**config.mk**
```make
export PLATFORM = sky130hd
export DESIGN_NAME = qw_pair_fetch
export DESIGN_NICKNAME = d
export VERILOG_FILES = /design/src/rtl/qw_fetch_pkg.sv /design/src/rtl/qw_addr_decode.sv /design/src/rtl/qw_rom_dp.sv /design/src/rtl/qw_pair_fetch.sv
export SDC_FILE = /design/constraint.sdc
export NUM_CORES = 1
export LEC_CHECK = 0
export ABC_CLOCK_PERIOD_IN_PS = 2800
export BUFFER_PORTS_ARGS = -buffer_cell sky130_fd_sc_hd__buf_2
export CAP_MARGIN = 25
export CORE_ASPECT_RATIO = 1.75
export CORE_MARGIN = 5
export CORE_UTILIZATION = 45
export CTS_CLUSTER_SIZE = 24
export DETAILED_ROUTE_END_ITERATION = 10
export HOLD_SLACK_MARGIN = 0.02
export MAX_ROUTING_LAYER = met4
export PLACE_DENSITY_LB_ADDON = 0.1
export SYNTH_ARGS = -nofsm -noshare
export SYNTH_HDL_FRONTEND = slang
export SYNTH_SLANG_ARGS = --single-unit
export TNS_END_PERCENT = 1
```
**constraint.sdc**
```tcl
create_clock -name clk -period 2.8 [get_ports clk]
set_clock_uncertainty 0.2 [all_clocks]
set_input_delay 0 -clock clk [delete_from_list [all_inputs] [get_ports clk]]
set_output_delay 0 -clock clk [all_outputs]
set_load 0.02 [all_outputs]
```
**src/rtl/qw_fetch_pkg.sv**
```systemverilog
package qw_fetch_pkg;

    localparam real QW_PI = 3.14159265358979323846;

    // Rounded first-quadrant sine sample j of a table with `nodes` intervals.
    function automatic int qw_sample(input int j, input int nodes, input int amp_w);
        real full;
        real ang;
        full = real'((1 << amp_w) - 1);
        ang  = real'(j) * QW_PI / (2.0 * real'(nodes));
        return $rtoi(full * $sin(ang) + 0.5);
    endfunction

endpackage

```
**src/rtl/qw_addr_decode.sv**
```systemverilog
module qw_addr_decode #(
    parameter int NODES = 16,
    localparam int IDX_W  = $clog2(NODES) + 1,
    localparam int ADDR_W = $clog2(NODES)
) (
    input  logic              clk,
    input  logic              rst_n,
    input  logic              req_vld,
    input  logic [IDX_W-1:0]  req_idx,
    output logic              dec_vld,
    output logic [ADDR_W-1:0] addr_amp,
    output logic [ADDR_W-1:0] addr_slp
);
    typedef struct packed {
        logic              vld;
        logic [ADDR_W-1:0] amp;
        logic [ADDR_W-1:0] slp;
    } dec_t;

    localparam logic [ADDR_W-1:0] LAST = ADDR_W'(NODES - 1);

    dec_t st_d, st_q;
    logic [ADDR_W-1:0] k_clamped;

    always_comb begin
        st_d     = st_q;
        st_d.vld = req_vld;
        if (req_idx >= IDX_W'(NODES)) begin
            k_clamped = LAST;
        end else begin
            k_clamped = req_idx[ADDR_W-1:0];
        end
        if (req_vld) begin
            st_d.amp = k_clamped;
            st_d.slp = LAST - k_clamped;
        end
    end

    always_ff @(posedge clk or negedge rst_n) begin
        if (!rst_n) begin
            st_q <= '0;
        end else begin
            st_q <= st_d;
        end
    end

    assign dec_vld  = st_q.vld;
    assign addr_amp = st_q.amp;
    assign addr_slp = st_q.slp;
endmodule

```
**src/rtl/qw_rom_dp.sv**
```systemverilog
module qw_rom_dp
    import qw_fetch_pkg::*;
#(
    parameter int NODES = 16,
    parameter int AMP_W = 12,
    localparam int ADDR_W = $clog2(NODES),
    localparam int WORD_W = 2 * AMP_W
) (
    input  logic              clk,
    input  logic              rst_n,
    input  logic              rd_en,
    input  logic [ADDR_W-1:0] addr_a,
    input  logic [ADDR_W-1:0] addr_b,
    output logic              rd_vld,
    output logic [WORD_W-1:0] word_a,
    output logic [WORD_W-1:0] word_b
);
    typedef struct packed {
        logic              vld;
        logic [WORD_W-1:0] wa;
        logic [WORD_W-1:0] wb;
    } rd_t;

    logic [WORD_W-1:0] tbl [NODES];

    for (genvar g = 0; g < NODES; g++) begin : g_word
        localparam int LO_NODE = qw_sample(g, NODES, AMP_W);
        localparam int HI_NODE = qw_sample(g + 1, NODES, AMP_W);
        assign tbl[g] = {AMP_W'(LO_NODE), AMP_W'(HI_NODE)};
    end

    rd_t st_d, st_q;

    always_comb begin
        st_d     = st_q;
        st_d.vld = rd_en;
        if (rd_en) begin
            st_d.wa = tbl[addr_a];
            st_d.wb = tbl[addr_b];
        end
    end

    always_ff @(posedge clk or negedge rst_n) begin
        if (!rst_n) begin
            st_q <= '0;
        end else begin
            st_q <= st_d;
        end
    end

    assign rd_vld = st_q.vld;
    assign word_a = st_q.wa;
    assign word_b = st_q.wb;
endmodule

```
**src/rtl/qw_pair_fetch.sv**
```systemverilog
module qw_pair_fetch #(
    parameter int NODES = 16,
    parameter int AMP_W = 12,
    localparam int IDX_W  = $clog2(NODES) + 1,
    localparam int ADDR_W = $clog2(NODES),
    localparam int WORD_W = 2 * AMP_W
) (
    input  logic             clk,
    input  logic             rst_n,
    input  logic             req_vld,
    input  logic [IDX_W-1:0] req_idx,
    output logic             rsp_vld,
    output logic [AMP_W-1:0] amp_lo,
    output logic [AMP_W-1:0] amp_hi,
    output logic [AMP_W-1:0] slope_lo,
    output logic [AMP_W-1:0] slope_hi
);
    logic              dec_vld;
    logic [ADDR_W-1:0] addr_amp;
    logic [ADDR_W-1:0] addr_slp;
    logic [WORD_W-1:0] word_amp;
    logic [WORD_W-1:0] word_slp;

    qw_addr_decode #(.NODES(NODES)) u_dec (
        .clk      (clk),
        .rst_n    (rst_n),
        .req_vld  (req_vld),
        .req_idx  (req_idx),
        .dec_vld  (dec_vld),
        .addr_amp (addr_amp),
        .addr_slp (addr_slp)
    );

    qw_rom_dp #(.NODES(NODES), .AMP_W(AMP_W)) u_rom (
        .clk    (clk),
        .rst_n  (rst_n),
        .rd_en  (dec_vld),
        .addr_a (addr_amp),
        .addr_b (addr_slp),
        .rd_vld (rsp_vld),
        .word_a (word_amp),
        .word_b (word_slp)
    );

    // Amplitude word: node k in the upper half, node k+1 in the lower half.
    assign amp_lo   = word_amp[WORD_W-1:AMP_W];
    assign amp_hi   = word_amp[AMP_W-1:0];
    // Mirrored word NODES-1-k holds S(NODES-k-1) high and S(NODES-k) low:
    // node order is reversed, so the halves are swapped.
    assign slope_lo = word_slp[AMP_W-1:0];
    assign slope_hi = word_slp[WORD_W-1:AMP_W];
endmodule

```
==> results.ini, run 1 <==
[global_routing]
grt_first_pass_wirelength_um = 14600
gr-total-overflow = 0
grt_pass1_vias = 2935
antenna_found_initial = 0
grt_max_degree = 70
grt_usage = 0.223

[worst_setup_path]
required_ns = 2.80
crit_path_end_kind = flop
path_class = reg2reg
critPathLaunchType = flop
cp.arrival_ns = 2.08
critPathMaxFanout = 11
cpPeakStageDelay_ns = 0.55
cpLargestDelayFamily = flip-flops
path_cells = inv_1 -> ha_1 -> or3_1 -> a221o_1
path_buf_inv = 1
critical_path.slowest_cell = dfrtp_1

[flow_run]
cap_violations = 0

[power_and_ir_drop]
seq_power_share = 0.369
max-vdd-ir-drop_mv = 0.369
powerDensity_nw_per_um2 = 717
leakage_nw = 1.76
combPwrFrac = 0.240
total_power_mw = 2.83
swShare = 0.312
p_int_mw = 1.95
clkPwrFrac = 0.390
p_sw_mw = 0.884

[detailed_routing]
vias = 2844
wirelength_um = 9070
initialDrtViolationCount = 227
route.detailed.drc = 0
antenna_left = 0
drtPass1Iterations = 4
wire_per_inst_um = 18.8
wl_met1_um = 3220
route.met3.wl_um = 420
vias_per_cell = 5.89
dr.max_layer_used = met4
wl_met2_um = 4990

[timing]
hold_viol = 0
timing.final.crit_share = 0.743
worst_pin_slew_ns = 0.748
setup_tns_ns = 0
setup_slack_ns = 0.721
fin_hold_ws_ns = 0.0363
max-slew-margin-rel = 0.501
fmax_mhz = 481
min_period_ns = 2.08
slew_violations = 0
rsz0062_at_grt = no
setup_viol = 0

[logic_synthesis]
postSynthCellCount = 329
async_flop_share = 1.00
synth-seq-cells = 58
ys_types = 47
ys.flop_type = dfrtp_1
syn-num-nets = 353
netlist_area_sq_um = 3160
yosys_warnings = 0
avgSynthCellArea_sq_um = 9.61
synth-edff-count = 0
ys_seq_area_frac = 0.459

[finish]
antenna_cells = 0
layout.nets = 418
final_cells = 483
final_area_sq_um = 3950
final_util = 0.576
drive_above_1_share = 0.223
area_delta_synth_final_pct = 24.8

[clock_network]
cts_buffers = 9
clockBufferDepth = 2
ctsResizeCount = 0
cts_sinks = 58
htreeDepth = 3
cts_tree = yes
clock_latency_ns = 0.33
path_clk_slew_ns = 0.05
cts-root-buf = clkbuf_16

[place]
dp.cells = 455
place_hpwl_um = 6430
dp_slack_ns = 0.809
dpl_cell_area_sq_um = 3530
gp_congestion = 0.947
port_buffers = 56

[worst_hold_path]
min_path_type = in2reg

[floorplan]
die_area_sq_um = 8870
ioPinCount = 57
row_count = 40
dieWidth_um = 73.4
start_util = 0.461
core_area_sq_um = 6860
die-height_um = 121

[outcome]
status = finished, final reports clean

-- area by class of cell --
type	count	area, sq um
clock buffer	14	264
clock inverter	2	35.0
fill	617	2910
inverter	14	52.6
multi-input combinational	231	1530
sequential	58	1450
tap	84	105
timing repair buffer	80	503
-- power by group through the flow --
stage / clock network (mW) / registers, mW / logic [mW]
5_1_grt: 1.16 / 1.06 / 0.743
4_1_cts: 1.11 / 1.05 / 0.685
3_3_place_gp: 0 / 1.05 / 0.664
2_1_floorplan: 0 / 1.17 / 0.312
3_5_place_dp: 0 / 1.06 / 0.666
6_report: 1.10 / 1.05 / 0.681
-- layout by cell type, fill, tap and decap left out, types with 6 or more instances in the layout --
cell	netlist	layout
o2bb2ai_1	9	9
dfrtp_1	58	57
mux2i_1	6	6
clkbuf_16	0	9
buf_2	18	56
ha_1	16	16
a21oi_1	23	23
nor2b_1	16	16
nand2b_1	14	14
o22ai_1	7	7
a31oi_1	9	9
dlygate4sd3_1	0	12
nor2_1	30	30
o21ai_0	16	16
nand2_1	19	19
o22a_1	9	9
inv_1	12	12
buf_4	1	11
-- flip-flops by register name, indices dropped and copies added, names as in the netlist --
| name | count |
|---|---|
| u_rom.rd_vld | 1 |
| u_dec.dec_vld | 1 |
| u_rom.word_b | 24 |
| u_dec.addr_amp | 4 |
| u_dec.addr_slp | 4 |
| u_rom.word_a | 24 |
-- layer usage --
layer | vias to the layer above | track usage
met5 | - | -
met4 | 0 | 0.134
met3 | 29 | 0.0439
met2 | 101 | 0.386
met1 | 1387 | 0.225
li1 | 1327 | -
-- cells by family (layout without fill, tap and decap cells) --
family	Yosys count	after routing	share of synthesized area
DFF	58	58	0.459
muxes	8	8	0.0261
AOI/OAI and AO/OA	110	110	0.243
and+or+nand+nor	97	97	0.153
buffers and inverters	40	110	0.0558
adders and majority gates	16	16	0.0633
-- timing repair --
item / CTS / global route
buffers inserted: 0 / 0
setup endpoints to repair: 0 / 0
endpoints found under the hold margin: 67 / 0
hold buffers: 12 / 0
-- Yosys cell counts (4+ instances only) --
cell	count	share of area
a31oi_1	9	0.018
clkbuf_1	7	0.0083
nand2b_1	14	0.028
inv_1	12	0.014
o22a_1	9	0.025
buf_2	18	0.028
a21oi_1	23	0.036
dfrtp_1	58	0.46
nor2_1	30	0.036
a211oi_1	5	0.012
a221o_1	4	0.013
o211ai_1	4	0.0095
mux2i_1	6	0.019
o21ai_0	16	0.025
nor2b_1	16	0.032
ha_1	16	0.063
o2bb2ai_1	9	0.025
nand2_1	19	0.023
o221ai_1	5	0.014
o22ai_1	7	0.014
-- tightest hold or removal path, cell delays in order --
cell and delay (ns):
buf_2 0.07, nand2b_1 0.27, o22a_1 0.19
-- worst paths after layout --
check	startpoint	to	slack (ns)	depth (start not counted)
worst min-delay path	req_idx[4]	u_dec.addr_amp[3]$_DFFE_PN0P_	0.04	3
worst min register to register	u_rom.word_b[11]$_DFFE_PN0P_	u_rom.word_b[11]$_DFFE_PN0P_	0.27	1
max in group asynchronous	rst_n	u_rom.word_b[18]$_DFFE_PN0P_	1.20	4
worst max register to register	u_dec.addr_slp[0]$_DFFE_PN0P_	u_rom.word_b[20]$_DFFE_PN0P_	0.72	4
min in group asynchronous	rst_n	u_rom.word_b[19]$_DFFE_PN0P_	0.54	4
worst max-delay path	u_dec.addr_slp[0]$_DFFE_PN0P_	u_rom.word_b[20]$_DFFE_PN0P_	0.72	4
No activity file was read; power rests on OpenSTA's default activity.
==> run 2: changes to the inputs <==
--- a/config.mk
+++ b/config.mk
@@ -5,7 +5,8 @@
 export SDC_FILE = /design/constraint.sdc
 export NUM_CORES = 1
 export LEC_CHECK = 0
-export ABC_CLOCK_PERIOD_IN_PS = 2800
+export ABC_AREA = 1
+export ABC_CLOCK_PERIOD_IN_PS = 1900
 export BUFFER_PORTS_ARGS = -buffer_cell sky130_fd_sc_hd__buf_2
 export CAP_MARGIN = 25
 export CORE_ASPECT_RATIO = 1.75
==> constraint.sdc (replaced) <==
create_clock -name clk -period 1.9 [get_ports clk]
set_clock_uncertainty 0.2 [all_clocks]
set_input_delay 0 -clock clk [delete_from_list [all_inputs] [get_ports clk]]
set_output_delay 0 -clock clk [all_outputs]
set_load 0.02 [all_outputs]
==> run 2 against run 1 <==
Against the previous run:
- register-to-register slack worse by 0.60 ns
- largest cell class is now sequential cells
- sequential cell count unchanged
- die area fell by 0.92%
- critical path type unchanged
- core utilization rose by 1.1 points
- largest power group unchanged
- synthesized cell count increased by 17%
==> results.ini, run 2 <==
[worst_setup_path]
critical_path.slowest_cell = dfrtp_1
critPathLaunchType = flop
crit_cells = 5  ; +1
path_class = reg2reg
cpLargestDelayFamily = flip-flops
path_cells = inv_1 -> ha_1 -> or2_1 -> nand3_1 -> o211ai_1
cpPeakStageDelay_ns = 0.48  ; -0.07 ns
r2r_cells = 5  ; +1
critPathMaxFanout = 7  ; -4
required_ns = 1.91  ; -0.89 ns
path_buf_inv = 1  ; unchanged
crit_path_end_kind = flop
cp.arrival_ns = 1.78  ; -0.30 ns

[logic_synthesis]
async_flop_share = 1.00  ; unchanged
yosys-top-cells-area = dfrtp_1 (46%), nand2_1 (11%), ha_1 (6.4%)
ys_seq_area_frac = 0.464  ; +0.00477
synth_most_common_cell = nand2_1
synthTopCellsByCount = nand2_1 (95), dfrtp_1 (58), nor2_1 (47)
synth-edff-count = 0  ; unchanged
yosys_warnings = 0  ; unchanged
syn-num-nets = 410  ; +16%
ys_types = 32  ; -32%
ys.flop_type = dfrtp_1
synth_top_area_share = 0.464  ; +0.00477
postSynthCellCount = 386  ; +17%
netlist_area_sq_um = 3130  ; -1.0%
synth-seq-cells = 58  ; unchanged
avgSynthCellArea_sq_um = 8.11  ; -16%
yosysTopAreaCell = dfrtp_1

[timing]
worst_pin_slew_ns = 0.910  ; +0.162 ns
setup_tns_ns = 0  ; unchanged
setup_viol = 0  ; unchanged
max-slew-margin-rel = 0.391  ; -0.109
fmax_mhz = 564  ; +17%
rsz0062_at_grt = no
min_period_ns = 1.77  ; -0.305 ns
setup_slack_ns = 0.126  ; -0.595 ns
slew_violations = 0  ; unchanged
hold_viol = 0  ; unchanged
fin_hold_ws_ns = 0.232  ; +0.195 ns
timing.final.crit_share = 0.934  ; +0.191

[worst_hold_path]
min_path_type = in2reg
holdPathStages = 2  ; -1

[finish]
nFillCells = 666  ; +7.9%
final_cells = 556  ; +15%
layout_commonest_cell = nand2_1
layout.nets = 491  ; +17%
layout_common_cells = nand2_1 (95), dfrtp_1 (58), buf_2 (56), nor2_1 (47), nand3_1 (34)
drive_above_1_share = 0.225  ; +0.00152
area_delta_synth_final_pct = 27.7
antenna_cells = 0  ; unchanged

[detailed_routing]
wirelength_um = 9550  ; +5.3%
vias_per_cell = 5.39  ; -8.5%
route.detailed.drc = 0  ; unchanged
initialDrtViolationCount = 244  ; +7.5%
drtPass1Iterations = 4  ; unchanged
wire_per_inst_um = 17.2  ; -8.6%
antenna_left = 0  ; unchanged
vias = 2997  ; +5.4%

[clock_network]
clockBufferDepth = 2  ; unchanged
path_clk_slew_ns = 0.05  ; about the same
cts_buffers = 9  ; unchanged
cts_tree = yes
clock_latency_ns = 0.33  ; about the same
cts-root-buf = clkbuf_16
htreeDepth = 3  ; unchanged
cts_sinks = 58  ; unchanged

[global_routing]
antenna_found_initial = 0  ; unchanged
grt_max_degree = 39  ; -44%
grt_first_pass_wirelength_um = 15400  ; +5.1%
gr-total-overflow = 0  ; unchanged
grt_usage = 0.237  ; +0.0143
grt_pass1_vias = 3094  ; +5.4%

[place]
port_buffers = 56  ; unchanged
gp_congestion = 0.972  ; +2.6%
place_hpwl_um = 7140  ; +11%
dp_slack_ns = 0.173  ; -0.636 ns
dp.cells = 528  ; +16%

[floorplan]
die-height_um = 120  ; -0.47%
core_area_sq_um = 6810  ; -0.73%
start_util = 0.460  ; -0.00139
row_count = 40  ; unchanged
dieWidth_um = 73.0  ; -0.45%
ioPinCount = 57  ; unchanged
die_area_sq_um = 8790  ; -0.92%

[power_and_ir_drop]
clkPwrFrac = 0.394  ; +0.004
combPwrFrac = 0.251  ; +0.011
powerDensity_nw_per_um2 = 1090  ; +52%
total_power_mw = 4.34  ; +53%
max-vdd-ir-drop_mv = 0.710  ; +92%
seq_power_share = 0.355  ; -0.014
swShare = 0.322  ; +0.00988
leakage_nw = 2.00  ; +14%
p_int_mw = 2.94  ; +51%
p_sw_mw = 1.40  ; +58%

[outcome]
status = finished, final reports clean

[flow_run]
cap_violations = 0  ; unchanged

## run 2: what timing repair did
action                                  in CTS  in global routing
setup buffers                                0                  0
hold buffers                                12                  0
hold endpoints to repair                    67                  0
endpoints found under the setup margin       0                  0
resized for setup                            0                  0
## run 2: cells by family (layout without fill, tap and decap cells)
| kind of cell | after synthesis | after routing | synth area share |
|---|---|---|---|
| AND/OR/NAND/NOR | 187 | 187 | 0.249 |
| AO/OA/AOI/OAI | 78 | 78 | 0.146 |
| flip-flops | 58 | 58 | 0.464 |
| buffers and inverters | 47 | 133 | 0.0776 |
| adder cells (fa/ha/maj) | 16 | 16 | 0.0640 |
## run 2: final cells by class
type                       instances  area [sq um]  share of cell area
tap                               84           105              0.0263
clock buffer                      15           288              0.0720
inverter                          30           118              0.0294
timing repair buffer              87           568               0.142
multi-input combinational        281          1440               0.359
sequential                        58          1450               0.363
clock inverter                     1          30.0             0.00752
## run 2: routing by layer
metal	wire, um	vias to the layer above	share of wire	track usage
li1	-	1436	-	-
met1	3260	1422	0.34	0.227
met2	5340	99	0.56	0.415
met3	389	40	0.041	0.0399
met4	560	0	0.059	0.166
met5	0	-	0	-
## run 2: worst paths after layout
kind | from | endpoint | slack, ns
min | req_vld | u_dec.dec_vld$_DFF_PN0_ | 0.23
max reg2reg | u_dec.addr_amp[0]$_DFFE_PN0P_ | u_rom.word_a[5]$_DFFE_PN0P_ | 0.13
max in group asynchronous | rst_n | u_rom.word_b[14]$_DFFE_PN0P_ | 0.26
min reg2reg | u_rom.word_b[14]$_DFFE_PN0P_ | u_rom.word_b[14]$_DFFE_PN0P_ | 0.28
min in group asynchronous | rst_n | u_dec.addr_slp[3]$_DFFE_PN0P_ | 0.58
max | u_dec.addr_amp[0]$_DFFE_PN0P_ | u_rom.word_a[5]$_DFFE_PN0P_ | 0.13
## run 2: power by group through the flow
stage / Clock [mW] / Sequential (mW) / Combinational [mW]
3_5_place_dp: 0 / 1.56 / 1.07
2_1_floorplan: 0 / 1.75 / 0.480
3_3_place_gp: 0 / 1.55 / 1.07
5_1_grt: 1.79 / 1.56 / 1.19
6_report: 1.71 / 1.54 / 1.09
4_1_cts: 1.74 / 1.54 / 1.10
## run 2: metrics by stage
stage           util  area [sq um]
3_3_place_gp   0.523          3560
4_1_cts        0.587          4000
3_5_place_dp   0.523          3560
5_1_grt        0.587          4000
2_1_floorplan      -          3130
6_report       0.587          4000
